## src/rtl/i2c_reg_pkg.sv

```systemverilog
package i2c_reg_pkg;
  typedef enum logic [2:0] {
    ST_IDLE,
    ST_ADDR,
    ST_ADDR_ACK,
    ST_WR,
    ST_WR_ACK,
    ST_RD,
    ST_RD_ACK
  } i2c_state_e;
endpackage

```

## src/rtl/i2c_sync.sv

```systemverilog
// Multi-stage synchronizer for asynchronous bus lines; idles high.
module i2c_sync #(
  parameter int W      = 2,
  parameter int STAGES = 2
) (
  input  logic         clk,
  input  logic         rst_n,
  input  logic [W-1:0] d,
  output logic [W-1:0] q
);
  logic [STAGES-1:0][W-1:0] pipe;

  always_ff @(posedge clk or negedge rst_n) begin
    if (!rst_n) pipe <= '1;
    else        pipe <= {pipe[STAGES-2:0], d};
  end

  assign q = pipe[STAGES-1];
endmodule

```

## src/rtl/i2c_cond_det.sv

```systemverilog
// Edge and bus-condition detection on synchronized lines.
module i2c_cond_det (
  input  logic clk,
  input  logic rst_n,
  input  logic scl_s,
  input  logic sda_s,
  output logic scl_rise,
  output logic scl_fall,
  output logic start_det,
  output logic stop_det
);
  logic scl_q, sda_q;

  always_ff @(posedge clk or negedge rst_n) begin
    if (!rst_n) begin
      scl_q <= 1'b1;
      sda_q <= 1'b1;
    end else begin
      scl_q <= scl_s;
      sda_q <= sda_s;
    end
  end

  assign scl_rise  = scl_s & ~scl_q;
  assign scl_fall  = ~scl_s & scl_q;
  assign start_det = scl_s & scl_q & sda_q & ~sda_s;
  assign stop_det  = scl_s & scl_q & ~sda_q & sda_s;
endmodule

```

## src/rtl/i2c_reg_fsm.sv

```systemverilog
// Protocol engine: address match, pointer load, write burst, read burst.
module i2c_reg_fsm
  import i2c_reg_pkg::*;
#(
  parameter int                BYTE_W   = 8,
  parameter logic [BYTE_W-2:0] SLV_ADDR = 7'h42
) (
  input  logic              clk,
  input  logic              rst_n,
  input  logic              sda_s,
  input  logic              scl_rise,
  input  logic              scl_fall,
  input  logic              start_det,
  input  logic              stop_det,
  input  logic [BYTE_W-1:0] rd_data,
  output logic              sda_oe,
  output logic [BYTE_W-1:0] reg_addr,
  output logic [BYTE_W-1:0] wr_data,
  output logic              wr_valid
);
  localparam int CNT_W = $clog2(BYTE_W + 1);
  localparam logic [CNT_W-1:0] CNT_FULL = CNT_W'(BYTE_W);

  i2c_state_e        st, st_n;
  logic [CNT_W-1:0]  cnt, cnt_n;
  logic [BYTE_W-1:0] sr, sr_n, tx, tx_n, ptr, ptr_n, wdat, wdat_n;
  logic              rw, rw_n, ptr_ph, ptr_ph_n, mack, mack_n;
  logic              wvld, wvld_n, oe, oe_n;
  logic              done;

  assign done = (cnt == CNT_FULL);

  always_comb begin
    st_n     = st;
    cnt_n    = cnt;
    sr_n     = sr;
    tx_n     = tx;
    rw_n     = rw;
    ptr_ph_n = ptr_ph;
    mack_n   = mack;
    ptr_n    = ptr;
    wdat_n   = wdat;
    wvld_n   = 1'b0;
    oe_n     = oe;
    if (wvld) ptr_n = ptr + 1'b1;
    if (start_det) begin
      st_n  = ST_ADDR;
      cnt_n = '0;
      oe_n  = 1'b0;
    end else if (stop_det) begin
      st_n = ST_IDLE;
      oe_n = 1'b0;
    end else begin
      case (st)
        ST_ADDR: begin
          if (scl_rise && !done) begin
            sr_n  = {sr[BYTE_W-2:0], sda_s};
            cnt_n = cnt + 1'b1;
          end else if (scl_fall && done) begin
            if (sr[BYTE_W-1:1] == SLV_ADDR) begin
              oe_n = 1'b1;
              rw_n = sr[0];
              st_n = ST_ADDR_ACK;
            end else begin
              st_n = ST_IDLE;
            end
          end
        end
        ST_ADDR_ACK: begin
          if (scl_fall) begin
            cnt_n = '0;
            if (rw) begin
              tx_n = rd_data;
              oe_n = ~rd_data[BYTE_W-1];
              st_n = ST_RD;
            end else begin
              oe_n     = 1'b0;
              ptr_ph_n = 1'b1;
              st_n     = ST_WR;
            end
          end
        end
        ST_WR: begin
          if (scl_rise && !done) begin
            sr_n  = {sr[BYTE_W-2:0], sda_s};
            cnt_n = cnt + 1'b1;
          end else if (scl_fall && done) begin
            oe_n = 1'b1;
            st_n = ST_WR_ACK;
            if (ptr_ph) begin
              ptr_n    = sr;
              ptr_ph_n = 1'b0;
            end else begin
              wdat_n = sr;
              wvld_n = 1'b1;
            end
          end
        end
        ST_WR_ACK: begin
          if (scl_fall) begin
            oe_n  = 1'b0;
            cnt_n = '0;
            st_n  = ST_WR;
          end
        end
        ST_RD: begin
          if (scl_rise && !done) begin
            cnt_n = cnt + 1'b1;
          end else if (scl_fall) begin
            if (done) begin
              oe_n  = 1'b0;
              ptr_n = ptr + 1'b1;
              st_n  = ST_RD_ACK;
            end else begin
              tx_n = {tx[BYTE_W-2:0], tx[BYTE_W-1]};
              oe_n = ~tx[BYTE_W-2];
            end
          end
        end
        ST_RD_ACK: begin
          if (scl_rise) begin
            mack_n = ~sda_s;
          end else if (scl_fall) begin
            if (mack) begin
              tx_n  = rd_data;
              oe_n  = ~rd_data[BYTE_W-1];
              cnt_n = '0;
              st_n  = ST_RD;
            end else begin
              st_n = ST_IDLE;
            end
          end
        end
        default: st_n = ST_IDLE;
      endcase
    end
  end

  always_ff @(posedge clk or negedge rst_n) begin
    if (!rst_n) begin
      st     <= ST_IDLE;
      cnt    <= '0;
      sr     <= '0;
      tx     <= '0;
      rw     <= 1'b0;
      ptr_ph <= 1'b0;
      mack   <= 1'b0;
      ptr    <= '0;
      wdat   <= '0;
      wvld   <= 1'b0;
      oe     <= 1'b0;
    end else begin
      st     <= st_n;
      cnt    <= cnt_n;
      sr     <= sr_n;
      tx     <= tx_n;
      rw     <= rw_n;
      ptr_ph <= ptr_ph_n;
      mack   <= mack_n;
      ptr    <= ptr_n;
      wdat   <= wdat_n;
      wvld   <= wvld_n;
      oe     <= oe_n;
    end
  end

  assign sda_oe   = oe;
  assign reg_addr = ptr;
  assign wr_data  = wdat;
  assign wr_valid = wvld;
endmodule

```

## src/rtl/i2c_reg_slave.sv

```systemverilog
module i2c_reg_slave #(
  parameter int         BYTE_W   = 8,
  parameter int         SYNC_STG = 2,
  parameter logic [6:0] SLV_ADDR = 7'h42
) (
  input  logic              clk,
  input  logic              rst_n,
  input  logic              scl_i,
  input  logic              sda_i,
  output logic              sda_oe,
  output logic [BYTE_W-1:0] reg_addr,
  output logic [BYTE_W-1:0] wr_data,
  output logic              wr_valid,
  input  logic [BYTE_W-1:0] rd_data
);
  logic scl_s, sda_s, scl_rise, scl_fall, start_det, stop_det;

  i2c_sync #(.W(2), .STAGES(SYNC_STG)) u_sync (
    .clk  (clk),
    .rst_n(rst_n),
    .d    ({scl_i, sda_i}),
    .q    ({scl_s, sda_s})
  );

  i2c_cond_det u_det (
    .clk      (clk),
    .rst_n    (rst_n),
    .scl_s    (scl_s),
    .sda_s    (sda_s),
    .scl_rise (scl_rise),
    .scl_fall (scl_fall),
    .start_det(start_det),
    .stop_det (stop_det)
  );

  i2c_reg_fsm #(.BYTE_W(BYTE_W), .SLV_ADDR(SLV_ADDR)) u_fsm (
    .clk      (clk),
    .rst_n    (rst_n),
    .sda_s    (sda_s),
    .scl_rise (scl_rise),
    .scl_fall (scl_fall),
    .start_det(start_det),
    .stop_det (stop_det),
    .rd_data  (rd_data),
    .sda_oe   (sda_oe),
    .reg_addr (reg_addr),
    .wr_data  (wr_data),
    .wr_valid (wr_valid)
  );
endmodule

```

## config.mk

```make
export PLATFORM = sky130hd
export DESIGN_NAME = i2c_reg_slave
export DESIGN_NICKNAME = d
export VERILOG_FILES = /design/src/rtl/i2c_reg_pkg.sv /design/src/rtl/i2c_sync.sv /design/src/rtl/i2c_cond_det.sv /design/src/rtl/i2c_reg_fsm.sv /design/src/rtl/i2c_reg_slave.sv
export SDC_FILE = /design/constraint.sdc
export NUM_CORES = 1
export LEC_CHECK = 0
export ABC_AREA = 1
export BUFFER_PORTS_ARGS = -buffer_cell sky130_fd_sc_hd__buf_2
export CORE_MARGIN = 5
export CORE_UTILIZATION = 60
export CTS_CLUSTER_DIAMETER = 50
export DETAILED_ROUTE_END_ITERATION = 16
export GPL_TIMING_DRIVEN = 0
export PLACE_DENSITY = 0.82
export SLEW_MARGIN = 10
export SYNTH_ARGS = -nofsm -noshare
export SYNTH_HDL_FRONTEND = slang
export SYNTH_SLANG_ARGS = --single-unit
```

## constraint.sdc

```tcl
create_clock -name clk -period 3.56 [get_ports clk]
set_input_delay 0.178 -clock clk [delete_from_list [all_inputs] [get_ports clk]]
set_output_delay 0.178 -clock clk [all_outputs]
set_load 0.05 [all_outputs]
```

==> impl_metrics.env <==
export IMPL_grt_overflow_total=0
export IMPL_cts_sinks=50
export IMPL_cts_max_level=2
export IMPL_dp_cells=454
export IMPL_fin_crit_sh_pct=54.64
export IMPL_outcome="completed"
export IMPL_diodes=0
export IMPL_setup_viol=0
export IMPL_drive_gt1_share_pct=16.46
export IMPL_end_kind="register"
export IMPL_syn_mean_instance_area_sq_um=7.410
export IMPL_synth_edff_count=0
export IMPL_antenna_found_initial=0
export IMPL_port_buffers=29
export IMPL_ys_ff_latch=50
export IMPL_track_usage_pct=21.58
export IMPL_cts_resized=0
export IMPL_nets=427
export IMPL_postSynth_asyncResetShare_pct=100.0
export IMPL_grt_max_degree=51
export IMPL_worstPathRequired_ns=3.75
export IMPL_hold_class="input pin to register"
export IMPL_leakage_nw=1.559
export IMPL_max_slew_margin_pct=58.05
export IMPL_slew_violations=0
export IMPL_drt_total_wl_um=6071
export IMPL_io_pins=30
export IMPL_rsz0062_at_grt="false"
export IMPL_core_region_area_sq_mm=0.004414
export IMPL_synthCells=373
export IMPL_fmax_ghz=0.5141
export IMPL_p_per_area_mw_per_mm2=401.3
export IMPL_rows=24
export IMPL_max_cap_violations=0
export IMPL_cts_tree="yes"
export IMPL_worst_path_max_delay_cell="dfrtp_1"
export IMPL_synth_flop_cell="dfrtp_1"
export IMPL_path_max_fanout=6
export IMPL_post_synth_top_count_cell="nand2_1"
export IMPL_routedWlPerCell_um=13.06
export IMPL_drtIter0Drc=197
export IMPL_gp_congestion=0.9499
export IMPL_fin_skew_ns=0.008502
export IMPL_ant_nets=0
export IMPL_viasPerCell=5.385
export IMPL_pre_cts_ws_ns=1.594
export IMPL_hpwl_um=4386
export IMPL_clock_insertion_delay_worst_skew_ns=0.31
export IMPL_worstPathArrival_ns=2.14
export IMPL_root_buffer="clkbuf_8"
export IMPL_stdcell_count=465
export IMPL_syn2layout_area_growth_pct=12.31
export IMPL_ys_types=35
export IMPL_vias=2504
export IMPL_yosysWarnings=0
export IMPL_setup_ws_ns=1.615
export IMPL_synthTopCellsByCount="nand2_1 (129), dfrtp_1 (44), nand3_1 (38)"
export IMPL_crit_type="register to register"
export IMPL_drc=0
export IMPL_finalSetupTns_ns=0
export IMPL_die_w_um=77.87
export IMPL_ys_top_cells_by_area="dfrtp_1 (40%), nand2_1 (18%), nand3_1 (6.9%)"
export IMPL_die_h_um=77.87
export IMPL_grt_pass1_wl_um=10940
export IMPL_seq_area_frac_synth_pct=45.54
export IMPL_post_route_util_pct=70.32
export IMPL_cpPeakStageDelay_ns=0.42
export IMPL_postSynthNetCount=388
export IMPL_cts_hold_buf=2
export IMPL_drt_first_pass_iters=5
export IMPL_period_minus_slack_ns=1.945
export IMPL_worst_pin_slew_ns=0.6293
export IMPL_initial_core_util_pct=62.61
export IMPL_hold_viol=0
export IMPL_clk_pin_slew_ns=0.10
export IMPL_vdd_drop_max_mv=0.2906
export IMPL_numCtsBuffers=5
export IMPL_cts_setup_buffers=0
export IMPL_cpMostUsedCell="nand2_1"
export IMPL_synth_top_area_cell="dfrtp_1"
export IMPL_syn_cell_area_sq_mm=0.002764
export IMPL_cp_start_kind="register"
export IMPL_fp_dieArea_sq_mm=0.006064
export IMPL_clock_path_buffers=2
export IMPL_cp_cell_sequence="inv_1, ha_1, nand2_1, nor2_1, nand2_1, nand2_1, nand3_1, nor2_1, o21ai_0"
export IMPL_synth_top_area_share_pct=39.84
export IMPL_grt_pass1_vias=2403
## final cells by class
cell class	count	area, sq um
fill	377	1310
inverter	41	153.9
multi-input combinational	277	1326
tap	52	65.06
buffer	5	25.02
clock inverter	3	28.78
timing repair buffer	32	177.7
clock buffer	5	68.82
sequential	50	1259
## critical path: cells and delay by family (launching register included)
kind                     cells  cell delay [ns]
AND/OR/NAND/NOR              6             1.03
adder cells (fa/ha/maj)      1             0.16
AO/OA/AOI/OAI                1             0.13
flip-flops                   1             0.42
buffers and inverters        1             0.09
## cells in the final DEF, fill, tap and decap left out, types with 2 or more instances in the layout
cell type	netlist	routed
a21oi_1	7	7
buf_2	2	30
buf_4	1	2
clkbuf_1	2	2
clkbuf_8	0	5
dfrtp_1	44	44
dfstp_2	6	6
dlygate4sd3_1	0	3
ha_1	3	3
inv_1	36	36
inv_2	5	5
nand2_1	129	129
nand2_2	4	4
nand3_1	38	38
nand3b_1	3	3
nand4_1	2	2
nor2_1	26	26
nor2_2	5	5
nor3_1	2	2
o211ai_1	4	4
o21ai_0	20	20
o21ai_1	14	14
o22ai_1	3	3
xnor2_1	3	3
xor2_1	2	2
## metrics by stage
step                cell area (sq um)  power [mW]  hold slack (ns)
floorplan                        2764      0.8235          -0.1176
global placement                 2974      0.8914           0.2827
detailed placement               2974      0.8972           0.2849
CTS                              3092       1.256           0.1027
global route                     3104       1.323           0.2120
finish                           3104       1.246           0.1952
## per-layer routing
metal | track usage [%] | wire length (um) | vias up
met2 | 34.31 | 2919 | 81
met5 | 0 | 0 | -
met4 | 6.357 | 42 | 0
met1 | 30.46 | 2783 | 1136
met3 | 3.356 | 325 | 4
li1 | - | - | 1283
## flip-flops by register name, indices dropped and copies added, names as in the netlist, 2 cells and up
name / flops
u_sync.pipe: 2
u_sync.q: 2
u_fsm.sr: 8
u_fsm.tx: 8
u_fsm.cnt: 4
u_fsm.reg_addr: 8
u_fsm.wr_data: 8
u_fsm.st: 3
## cell families (layout without fill, tap and decap cells)
family	after synthesis	count (layout)	synth area share (%)
AOI/OAI and AO/OA	52	52	10.28
DFF	50	50	45.54
xor gates and xnor gates	5	5	1.585
muxes	1	1	0.3622
adders and majority gates	3	3	1.358
buffers and inverters	46	86	6.474
and+or+nand+nor	216	216	34.40
## report_power, final
group / internal [mW] / total, mW / switching (mW)
clock: 0.147 / 0.356 / 0.209
sequential: 0.614 / 0.652 / 0.0381
combinational: 0.0694 / 0.237 / 0.168
## final timing paths
path / from / end / cells past startpoint / slack, ns
worst min register to register: u_sync.pipe[0] / u_sync.q[0] / 0 / 0.36
min in group asynchronous: rst_n / u_fsm.wr_data[3] / 2 / 0.42
max in group asynchronous: rst_n / u_fsm.st[2] / 2 / 2.71
worst max register to register: u_fsm.cnt[0] / u_fsm.reg_addr[0] / 9 / 1.61
worst min-delay path: rd_data[1] / u_fsm.tx[1] / 5 / 0.20
worst max-delay path: u_fsm.cnt[0] / u_fsm.reg_addr[0] / 9 / 1.61
Note: power is estimated with default switching activity, not from simulation.
